## config.mk

```make
export PLATFORM = sky130hd
export DESIGN_NAME = fsq_top
export DESIGN_NICKNAME = d
export VERILOG_FILES = /design/src/rtl/fsq_pkg.sv /design/src/rtl/fsq_byte_counter.sv /design/src/rtl/fsq_store.sv /design/src/rtl/fsq_top.sv
export SDC_FILE = /design/constraint.sdc
export NUM_CORES = 1
export LEC_CHECK = 0
export ABC_AREA = 1
export BUFFER_PORTS_ARGS = -buffer_cell sky130_fd_sc_hd__buf_2
export CORE_MARGIN = 4
export CORE_UTILIZATION = 51
export CTS_BUF_LIST = sky130_fd_sc_hd__clkbuf_16
export DETAILED_ROUTE_END_ITERATION = 16
export GPL_ROUTABILITY_DRIVEN = 0
export PLACE_DENSITY = 0.67
export SKIP_LAST_GASP = 1
export SYNTH_ARGS = -nofsm -noshare
export SYNTH_HDL_FRONTEND = slang
export SYNTH_SLANG_ARGS = --single-unit
```

## constraint.sdc

```tcl
create_clock -name clk -period 4.1 [get_ports clk]
set_input_delay 0.41 -clock clk [delete_from_list [all_inputs] [get_ports clk]]
set_output_delay 0.41 -clock clk [all_outputs]
set_load 0.02 [all_outputs]
```

## src/rtl/fsq_pkg.sv

```systemverilog
package fsq_pkg;
    localparam int CNT_W   = 14;
    localparam int RES_W   = 3;
    localparam int ENTRY_W = CNT_W + RES_W + 2;
    localparam int LO_W    = 8;
    localparam int HI_W    = ENTRY_W - LO_W;

    typedef struct packed {
        logic             ovr;
        logic             crc;
        logic [RES_W-1:0] res;
        logic [CNT_W-1:0] cnt;
    } fsq_entry_t;
endpackage

```

## src/rtl/fsq_byte_counter.sv

```systemverilog
module fsq_byte_counter #(
    parameter int W = 14
) (
    input  logic         clk,
    input  logic         rst_n,
    input  logic         clr,
    input  logic         start,
    input  logic         stb,
    input  logic         fin,
    output logic [W-1:0] tally
);
    typedef struct packed {
        logic [W-1:0] cnt;
    } ctr_t;

    ctr_t         st_d, st_q;
    logic [W-1:0] base;

    always_comb begin
        base  = start ? '0 : st_q.cnt;
        tally = base + {{(W-1){1'b0}}, stb};
        st_d  = st_q;
        if (clr || fin) st_d.cnt = '0;
        else            st_d.cnt = tally;
    end

    always_ff @(posedge clk or negedge rst_n) begin
        if (!rst_n) st_q <= '0;
        else        st_q <= st_d;
    end
endmodule

```

## src/rtl/fsq_store.sv

```systemverilog
module fsq_store #(
    parameter int DEPTH = 10,
    parameter int W     = 19
) (
    input  logic         clk,
    input  logic         rst_n,
    input  logic         flush,
    input  logic         push,
    input  logic [W-1:0] wdata,
    input  logic         pop,
    output logic [W-1:0] head,
    output logic         not_empty,
    output logic         popped,
    output logic         dropped
);
    localparam int PW = (DEPTH > 1) ? $clog2(DEPTH) : 1;
    localparam int UW = $clog2(DEPTH + 1);

    typedef struct packed {
        logic [DEPTH-1:0][W-1:0] mem;
        logic [PW-1:0]           wr;
        logic [PW-1:0]           rd;
        logic [UW-1:0]           used;
    } store_t;

    store_t st_d, st_q;
    logic   full, do_push, do_pop;

    function automatic logic [PW-1:0] nxt(input logic [PW-1:0] p);
        return (p == PW'(DEPTH - 1)) ? '0 : p + PW'(1);
    endfunction

    always_comb begin
        full      = (st_q.used == UW'(DEPTH));
        not_empty = (st_q.used != '0);
        head      = st_q.mem[st_q.rd];
        do_pop    = pop && not_empty;
        do_push   = push && (!full || do_pop);
        popped    = do_pop;
        dropped   = push && !do_push;
        st_d      = st_q;
        if (flush) begin
            st_d.wr   = '0;
            st_d.rd   = '0;
            st_d.used = '0;
        end else begin
            if (do_push) begin
                st_d.mem[st_q.wr] = wdata;
                st_d.wr           = nxt(st_q.wr);
            end
            if (do_pop) st_d.rd = nxt(st_q.rd);
            if (do_push && !do_pop)      st_d.used = st_q.used + UW'(1);
            else if (do_pop && !do_push) st_d.used = st_q.used - UW'(1);
        end
    end

    always_ff @(posedge clk or negedge rst_n) begin
        if (!rst_n) st_q <= '0;
        else        st_q <= st_d;
    end
endmodule

```

## src/rtl/fsq_top.sv

```systemverilog
module fsq_top
    import fsq_pkg::*;
#(
    parameter int DEPTH = 10
) (
    input  logic            clk,
    input  logic            rst_n,
    input  logic            enable,
    input  logic            byte_stb,
    input  logic            frame_start,
    input  logic            frame_end,
    input  logic [RES_W-1:0] res_in,
    input  logic            crc_in,
    input  logic            ovr_in,
    input  logic            rd_hi,
    input  logic            ovf_clear,
    input  logic            lock_release,
    output logic [HI_W-1:0] head_hi,
    output logic [LO_W-1:0] cnt_lo,
    output logic            data_avail,
    output logic            overflow,
    output logic            rx_lock
);
    typedef struct packed {
        logic [LO_W-1:0] lo;
        logic            ovf;
        logic            lock;
    } top_t;

    top_t              st_d, st_q;
    logic [CNT_W-1:0]  tally;
    fsq_entry_t        new_e;
    logic [ENTRY_W-1:0] head_w;
    logic              popped, dropped, not_empty;

    fsq_byte_counter #(.W(CNT_W)) u_cnt (
        .clk   (clk),
        .rst_n (rst_n),
        .clr   (!enable),
        .start (frame_start),
        .stb   (byte_stb),
        .fin   (frame_end),
        .tally (tally)
    );

    always_comb begin
        new_e.cnt = tally;
        new_e.res = res_in;
        new_e.crc = crc_in;
        new_e.ovr = ovr_in;
    end

    fsq_store #(.DEPTH(DEPTH), .W(ENTRY_W)) u_store (
        .clk       (clk),
        .rst_n     (rst_n),
        .flush     (!enable),
        .push      (enable && frame_end),
        .wdata     (new_e),
        .pop       (enable && rd_hi),
        .head      (head_w),
        .not_empty (not_empty),
        .popped    (popped),
        .dropped   (dropped)
    );

    always_comb begin
        st_d = st_q;
        if (popped) st_d.lo = head_w[LO_W-1:0];
        if (!enable)        st_d.ovf = 1'b0;
        else if (dropped)   st_d.ovf = 1'b1;
        else if (ovf_clear) st_d.ovf = 1'b0;
        if (!enable && frame_end && (crc_in || ovr_in)) st_d.lock = 1'b1;
        else if (lock_release)                          st_d.lock = 1'b0;
    end

    always_ff @(posedge clk or negedge rst_n) begin
        if (!rst_n) st_q <= '0;
        else        st_q <= st_d;
    end

    assign head_hi    = head_w[ENTRY_W-1:LO_W];
    assign cnt_lo     = st_q.lo;
    assign data_avail = not_empty;
    assign overflow   = st_q.ovf;
    assign rx_lock    = st_q.lock;
endmodule

```

==> results of run 1 <==
layer usage:
metal  routed length, um  track usage
met4                 648       0.0612
met1               13300        0.367
met5                   0            0
met2               13700        0.395
met3                2230       0.0484
cell type report:
class,count,area share
Sequential cell,226,0.469
Multi-Input combinational cell,995,0.376
Clock buffer,27,0.0559
Inverter,111,0.0348
Tap cell,275,0.0285
Timing Repair Buffer,49,0.0253
Clock inverter,19,0.0107
worst reg2reg max path: stages, from the launching register on:
cell and delay [ns]:
dfrtp_1 0.42, nor2_2 0.20, nand2_1 0.12, nand2_1 0.36, nand3_1 0.35, ha_1 0.43
a21oi_1 0.20, nand2_1 0.07, nand2_1 0.08, nand2_1 0.05, nand2_1 0.05, nand2_1 0.05
nand2_1 0.06, nand2_1 0.05
metrics by stage:
step	util	hold WS, ns	instances	worst slack (ns)	power (mW)
final	0.566	0.0718	1702	0.835	6.25
after global placement	0.528	0.458	1655	1.42	4.04
after detailed placement	0.528	0.461	1655	1.40	4.07
after floorplan	-	0.114	1431	2.07	3.68
after CTS	0.565	0.00271	1701	0.860	6.28
after global routing	0.566	0.0699	1702	0.664	6.61
repair_timing:
item | in CTS | in global routing
hold buffers | 0 | 1
gates resized for setup | 0 | 0
endpoints found under the hold margin | 0 | 8
cells by family after synthesis:
logic type      Yosys count  share of synthesized area
compound gates          239                      0.120
xor+xnor                  6                    0.00469
fa+ha+maj                 7                    0.00848
buf+inv                 210                     0.0903
flops                   226                      0.504
simple gates            743                      0.272
path summary, 6_finish.rpt:
path | endpoint | slack (ns) | depth (start not counted)
setup / recovery | head_hi[5] | 0.84 | 7
hold reg to reg | u_store.st_q[140] | 0.48 | 2
setup reg to reg | u_store.st_q[3] | 1.50 | 13
hold / removal | rx_lock | 0.07 | 2
min in group asynchronous | u_store.st_q[128] | 0.54 | 2
max in group asynchronous | overflow | 2.53 | 3
cell usage after synthesis (8+ instances only):
cell type / n
nand2_1: 486
dfrtp_1: 226
o21ai_0: 149
nand3_1: 124
nor2_1: 109
inv_1: 97
clkbuf_1: 35
buf_2: 34
a21oi_1: 25
o21ai_2: 25
o211ai_1: 23
buf_6: 15
o21ai_1: 14
buf_4: 13
inv_2: 8
where the power goes:
part | internal (mW) | leakage, nW | total (mW) | switching (mW)
registers | 2.41 | 3.04 | 2.59 | 0.178
logic | 0.452 | 2.63 | 1.46 | 1.01
clock network | 1.30 | 0.423 | 2.21 | 0.906
sequential cells by signal, indices dropped and copies added (netlist names):
signal / count
rx_lock: 1
u_store.st_q: 202
overflow: 1
u_cnt.st_q: 14
cnt_lo: 8
==> flow_summary_export.csv, run 1 <==
group,metric,value,unit
status,status,"finished clean",
yosys,yosysUniqueCellTypes,33,
layout,fillers,2009,
timing,rsz0062_at_grt,"false",
timing,final-hold-violation-count,0,
cts,cts_max_path_buffers,3,
detailed_routing,vias,9317,
setup_path,criticalPathCategory,"flip-flop to output port",
cts,cts.sinks,226,
cts,cts_tree,"yes",
layout,drive_gt1_frac,0.0946,
setup_path,cp_top_family,"buffers and inverters",
power,powerDensity,518,nW/um2
floorplanning,core,21400,um2
setup_path,path_cells,"inv_2 > buf_12 > nor2_1 > o211ai_1 > nand3_1 > nand2_1 > buf_2",
yosys,synth_top_area_cell,"dfrtp_1",
timing,clock_skew,0.0158,ns
yosys,yosysSeqAreaShare,0.504,
timing,max_slew_margin,0.203,
timing,clock.fmax,306,MHz
worst_hold_path,hp-start,"lock_release",
setup_path,crit_path_start_kind,"flip-flop",
timing,tightest_slew,1.19,ns
cts,postCtsSetupRepairBufs,0,
grt,grt_max_degree,114,
grt,antenna_found_initial,0,
detailed_routing,drcViolationCount,0,
place,dp_hpwl,18100,um
detailed_routing,drt_iter0_drc,1000,
timing,setup_viol,0,
grt,grt_use_total,0.252,
detailed_routing,via_per_inst,5.47,
yosys,synth_area_per_cell,7.84,um2
grt,grt_overflow,0,
setup_path,critPathSlowestCell,"dfrtp_4",
power,p_leak,6.10,nW
setup_path,worstPathArrival,2.85,ns
yosys,synth_flop_cell,"dfrtp_1",
floorplanning,rows,53,
layout,multiInputGateArea,4550,um2
setup_path,critPathBufInv,3,
detailed_routing,wire_per_inst,17.6,um
timing,finalSetupTns,0,ns
layout,synthToLayoutAreaGrowth,7.73,%
cts,cts_root_buf,"clkbuf_16",
floorplanning,pin_count,36,
yosys,yosysTopAreaCellShare,0.504,
yosys,ys_async_sr_fraction,1.00,
cts,htreeDepth,1,
yosys,synth_nets,1452,
cts,path_clk_slew,0.06,ns
floorplanning,dieArea,24400,um2
place,placed_cell_area,11300,um2
cts,clock_latency,0.53,ns
place,port_buffers,35,
detailed_routing,drt-pass1-iter-count,5,
cts,cts_buffers,26,
timing,finalCriticalPeriod,3.26,ns
yosys,synth_edf_count,0,
grt,grt_pass1_vias,8946,
timing,finalMaxSlewViolations,0,
detailed_routing,final_antenna_net_count,0,
setup_path,critPathMaxStageDelay,0.70,ns
timing,min_period_over_period,0.796,
yosys,postSynthCellCount,1431,
floorplanning,die_x,156,um
setup_path,cp-startpoint,"u_store.st_q[4]",
floorplanning,start_util,0.525,
setup_path,critPathMaxFanout,70,
layout,antennaDiodeCount,0,
setup_path,r2r_start,"u_store.st_q[0]",
layout,layout_common_cells,"486 x nand2_1, 224 x dfrtp_1, 149 x o21ai_0",
power,vdd_drop_max,0.000443,V
detailed_routing,routed_wl,29900,um
yosys,netlist_area,11200,um2
yosys,ys_warn_count,0,
layout,final_common_cell,"nand2_1",
worst_hold_path,holdCritPathClass,"input pin to flip-flop",
floorplanning,die_h,156,um
setup_path,endpoint_kind,"output port",
setup_path,cp.required,3.69,ns
grt,grt_pass1_wl,49100,um
yosys,synth_area_leaders,"dfrtp_1 50%, nand2_1 16%, o21ai_0 6.6%, nand3_1 5.5%, nor2_1 3.6%",
layout,design_area,12100,um2
yosys,ys_ff_latch,226,
layout,seq_area,5660,um2
layout,final_nets,1430,
flow_run,maxCapViolCount,0,
No activity file was read; power rests on OpenSTA's default activity.
==> run 2, diff against run 1 <==
Settings changed: PLACE_DENSITY 0.67 to 0.7.
Clock period 4.1 ns to 2.81 ns, I/O delays scaled along.
==> run 2 against run 1 <==
  * Sequential power increased by 43%
  * Non-clock buffer count increased by 14
  * Register-to-register slack lost 0.99 ns
  * Clock-buffer cell count is 2 lower
  * Combinational power up 55%
  * Largest power group unchanged
==> flow_summary_export.csv, run 2 (same netlist as run 1, synthesis figures left out) <==
group,metric,value,unit
timing,clock.fmax,387,MHz
layout,largest-register,"u_store.st_q",
floorplanning,die_h,156,um
layout,drive_gt1_frac,0.101,
cts,htreeDepth,1,
grt,grt_use_total,0.251,
layout,design_area,12200,um2
detailed_routing,final_antenna_net_count,0,
grt,antenna_found_initial,0,
setup_path,critPathSlowestCell,"dfrtp_4",
flow_run,maxCapViolCount,0,
layout,final_nets,1443,
grt,grt_pass1_vias,8992,
setup_path,worstPathArrival,2.30,ns
place,place_ws,0.524,ns
power,clock_power_share,0.339,
grt,grt_pass1_wl,49000,um
detailed_routing,via_per_inst,5.51,
cts,cts_max_path_buffers,3,
setup_path,path_cells,"inv_4 > buf_4 > nor2_1 > o211ai_1 > nand3_1 > nand2_1 > buf_2",
cts,path_clk_slew,0.06,ns
detailed_routing,vias,9449,
timing,min_period_over_period,0.920,
worst_hold_path,holdCritPathClass,"input pin to flip-flop",
power,vdd_drop_max,0.000692,V
timing,tightest_slew,1.10,ns
detailed_routing,drt-pass1-iter-count,5,
floorplanning,pin_count,36,
setup_path,crit_path_start_kind,"flip-flop",
timing,max_slew_margin,0.269,
detailed_routing,routed_wl,30200,um
timing,finalSetupTns,0,ns
setup_path,endpoint_kind,"output port",
power,powerDensity,743,nW/um2
setup_path,criticalPathCategory,"flip-flop to output port",
floorplanning,die_x,156,um
timing,rsz0062_at_grt,"false",
grt,grt_overflow,0,
cts,postCtsSetupRepairBufs,0,
place,dp_cells,1668,
cts,cts.sinks,226,
status,status,"finished clean",
detailed_routing,drcViolationCount,0,
timing,final-hold-violation-count,0,
power,sequentialPowerShare,0.410,
cts,cts_tree,"yes",
power,intPower,6.01,mW
layout,layout_common_cells,"486 x nand2_1, 224 x dfrtp_1, 149 x o21ai_0",
setup_path,critPathMaxFanout,22,
cts,cts_root_buf,"clkbuf_16",
floorplanning,start_util,0.525,
layout,synthToLayoutAreaGrowth,8.62,%
place,port_buffers,35,
power,p_comb_frac,0.251,
cts,cts_buffers,25,
layout,antennaDiodeCount,0,
floorplanning,dieArea,24400,um2
detailed_routing,wire_per_inst,17.6,um
timing,setup_viol,0,
place,dp_hpwl,18800,um
power,swShare,0.336,
floorplanning,rows,53,
timing,finalCriticalPeriod,2.58,ns
timing,clock_skew,0.0109,ns
layout,final_common_cell,"nand2_1",
timing,setup_slack,0.226,ns
power,p_leak,6.16,nW
floorplanning,core,21400,um2
layout,largest_reg_flops,202,
power,power_switching,3.04,mW
setup_path,critPathMaxStageDelay,0.60,ns
setup_path,cp.required,2.53,ns
place,placed_cell_area,11400,um2
grt,grt_max_degree,79,
cts,clock_latency,0.51,ns
detailed_routing,drt_iter0_drc,1076,
layout,stdcell_count,1714,
timing,finalMaxSlewViolations,0,
-- run 2: final cells by class --
cell class / count / area (um2)
fillers: 1955 / 9170
clock buffers: 25 / 626
well taps: 275 / 344
inverters: 111 / 423
repair buffers: 63 / 450
flip-flops and latches: 226 / 5660
multi-input cells: 995 / 4550
clock inverters: 19 / 131
-- run 2: stage by stage --
stage	util	hold WS [ns]	power [mW]
2_1_floorplan	-	-0.0146	5.37
3_3_place_gp	0.534	0.242	5.98
3_5_place_dp	0.534	0.242	6.01
4_1_cts	0.570	0.0350	9.09
5_1_grt	0.570	0.0752	9.54
6_report	0.570	0.0502	9.05
-- run 2: worst paths after layout --
check | cells after the start | to | startpoint | slack [ns]
max in group asynchronous | 3 | u_store.st_q[25] | rst_n | 1.67
min reg2reg | 2 | u_store.st_q[60] | u_store.st_q[60] | 0.48
min | 4 | overflow | ovf_clear | 0.05
max reg2reg | 14 | u_store.st_q[3] | u_store.st_q[0] | 0.51
max | 7 | head_hi[10] | u_store.st_q[4] | 0.23
min in group asynchronous | 2 | u_store.st_q[148] | rst_n | 0.31
-- run 2: worst max-delay path, delay by kind of cell, from the launching register on --
kind,cells,cell delay (ns)
buffers and inverters,3,0.73
flip-flops,1,0.60
AND/OR/NAND/NOR,3,0.27
AO/OA/AOI/OAI,1,0.17
-- run 2: per-layer routing --
layer | up-vias | routed length (um) | GRT usage
met2 | 351 | 13900 | 0.400
met1 | 4502 | 13200 | 0.357
met4 | 0 | 848 | 0.0802
li1 | 4534 | - | -
met3 | 62 | 2200 | 0.0384
met5 | - | 0 | 0
-- run 2: power groups by stage --
stage | combinational (mW) | sequential (mW) | clock, mW
after global placement | 2.22 | 3.75 | 0
after floorplan | 1.62 | 3.75 | 0
after CTS | 2.27 | 3.70 | 3.12
after global routing | 2.55 | 3.74 | 3.25
final | 2.27 | 3.71 | 3.07
after detailed placement | 2.25 | 3.76 | 0
-- run 2: repair_timing --
action                                  4_1_cts  5_1_grt
resized for setup                             0        2
endpoints found under the hold margin        55        0
hold buffers                                  2        0
endpoints found under the setup margin        0        6
==> run 3, diff against run 2 <==
Settings changed: CELL_PAD_IN_SITES_DETAIL_PLACEMENT from default to 0, CELL_PAD_IN_SITES_GLOBAL_PLACEMENT from default to 1, CORE_UTILIZATION 51 to 42, PLACE_DENSITY 0.7 to default, PLACE_DENSITY_LB_ADDON from default to 0.1.
==> run 3 against run 2 <==
  * Via count shrank 2.8%
  * Hold slack lost 0.025 ns
  * Final cell count grew 4.1%
  * Sequential power is essentially flat
  * Critical endpoint unchanged
==> flow_summary_export.csv, run 3 (same netlist as run 1, synthesis figures left out) <==
group,metric,value,unit
timing,whs,0.0251,ns
setup_path,critPathMaxFanout,42,
detailed_routing,vias,9188,
power,sequentialPowerShare,0.401,
floorplanning,start_util,0.429,
cts,cts_root_buf,"clkbuf_16",
power,vdd_drop_max,0.000386,V
cts,cts.sinks,226,
timing,final-hold-violation-count,0,
layout,synthToLayoutAreaGrowth,10.2,%
place,dp_hpwl,20300,um
setup_path,criticalPathCategory,"flip-flop to output port",
setup_path,reg2regPathDepth,13,
worst_hold_path,holdCritPathClass,"input pin to flip-flop",
place,dp_cells,1731,
cts,cts_max_path_buffers,3,
timing,setup_slack,0.191,ns
detailed_routing,wire_per_inst,18.2,um
power,total_power,9.25,mW
floorplanning,pin_count,36,
timing,max_slew_margin,0.246,
layout,drive_gt1_frac,0.101,
detailed_routing,via_per_inst,5.15,
flow_run,maxCapViolCount,0,
power,swShare,0.342,
layout,layout_common_cells,"486 x nand2_1, 224 x dfrtp_1, 149 x o21ai_0",
layout,final_common_cell,"nand2_1",
layout,finish.utilization,0.473,
grt,grt_use_total,0.228,
cts,cts_tree,"yes",
detailed_routing,routed_wl,32400,um
detailed_routing,drt-pass1-iter-count,7,
timing,setup_viol,0,
cts,path_clk_slew,0.06,ns
floorplanning,core,26100,um2
timing,tightest_slew,1.13,ns
floorplanning,die_h,171,um
floorplanning,dieArea,29400,um2
layout,largest_reg_flops,202,
power,powerDensity,749,nW/um2
setup_path,critPathMaxStageDelay,0.63,ns
layout,largest-register,"u_store.st_q",
grt,grt_max_degree,86,
place,placed_cell_area,11500,um2
layout,antennaDiodeCount,0,
place,port_buffers,35,
setup_path,worstPathArrival,2.34,ns
detailed_routing,drt_iter0_drc,784,
layout,fillers,2739,
grt,antenna_found_initial,0,
setup_path,endpoint_kind,"output port",
timing,finalCriticalPeriod,2.62,ns
cts,htreeDepth,1,
layout,seq_area,5660,um2
timing,finalSetupTns,0,ns
timing,clock.fmax,382,MHz
timing,min_period_over_period,0.932,
grt,grt_pass1_vias,8938,
timing,clock_skew,0.00829,ns
layout,final_nets,1449,
setup_path,cp.required,2.53,ns
detailed_routing,final_antenna_net_count,0,
power,p_comb_frac,0.253,
grt,grt_pass1_wl,52400,um
power,p_leak,6.19,nW
power,intPower,6.09,mW
setup_path,path_cells,"inv_4 > buf_12 > nor2_1 > o211ai_1 > nand3_1 > nand2_1 > buf_2",
status,status,"finished clean",
cts,clock_latency,0.53,ns
setup_path,critPathSlowestCell,"dfrtp_4",
detailed_routing,drcViolationCount,0,
power,power_switching,3.16,mW
floorplanning,die_x,171,um
grt,grt_overflow,0,
cts,postCtsSetupRepairBufs,0,
timing,rsz0062_at_grt,"false",
timing,finalMaxSlewViolations,0,
floorplanning,rows,59,
layout,multiInputGateArea,4550,um2
power,clock_power_share,0.345,
worst_hold_path,min_delay_path_depth,4,
setup_path,crit_path_start_kind,"flip-flop",
layout,stdcell_count,1784,
place,place_ws,0.615,ns
cts,cts_buffers,28,
layout,design_area,12400,um2
-- run 3: changes by cell type in the layout (fill, tap and decap cells not counted) --
| cell | before | now |
|---|---|---|
| buf_12 | 4 | 6 |
| bufinv_16 | 2 | 0 |
| clkinvlp_4 | 1 | 0 |
| buf_4 | 22 | 23 |
| clkinv_1 | 7 | 19 |
| clkinv_2 | 4 | 1 |
| inv_1 | 107 | 104 |
| clkbuf_16 | 25 | 29 |
-- run 3: worst max-delay path, delay by kind of cell (launching register included) --
kind / cells / cell delay (ns)
AO/OA/AOI/OAI: 1 / 0.18
buffers and inverters: 3 / 0.63
flip-flops: 1 / 0.63
AND/OR/NAND/NOR: 3 / 0.34
-- run 3: routing by layer --
layer / up-vias / GRT usage / wire length [um]
met5: - / 0 / 0
met2: 224 / 0.352 / 14400
met4: 0 / 0.0448 / 468
met3: 36 / 0.0264 / 1550
met1: 4384 / 0.350 / 16000
li1: 4544 / - / -
-- run 3: path summary, 6_finish.rpt --
path / startpoint / end / slack (ns)
setup / recovery: u_store.st_q[4] / head_hi[10] / 0.19
hold / removal: ovf_clear / overflow / 0.03
setup reg to reg: u_store.st_q[0] / u_store.st_q[3] / 0.62
hold reg to reg: u_store.st_q[139] / u_store.st_q[139] / 0.48
max in group asynchronous: rst_n / u_cnt.st_q[6] / 1.78
min in group asynchronous: rst_n / u_store.st_q[109] / 0.21
-- run 3: final cells by class --
cell class	count	area share
Timing Repair Buffer	66	0.0403
Multi-Input combinational cell	995	0.368
Sequential cell	226	0.458
Clock buffer	29	0.0587
Clock inverter	22	0.00668
Tap cell	335	0.0339
Inverter	111	0.0342
-- run 3: timing repair --
action	4_1_cts	5_1_grt
endpoints found under the setup margin	0	4
gates resized for setup	0	2
hold buffers	2	0
hold endpoints to repair	34	0
-- run 3: power by group through the flow --
stage / Clock (mW) / Sequential [mW] / Combinational (mW)
floorplan: 0 / 3.75 / 1.62
global placement: 0 / 3.76 / 2.35
detailed placement: 0 / 3.77 / 2.36
CTS: 3.28 / 3.71 / 2.37
global route: 3.41 / 3.75 / 2.64
finish: 3.19 / 3.71 / 2.35
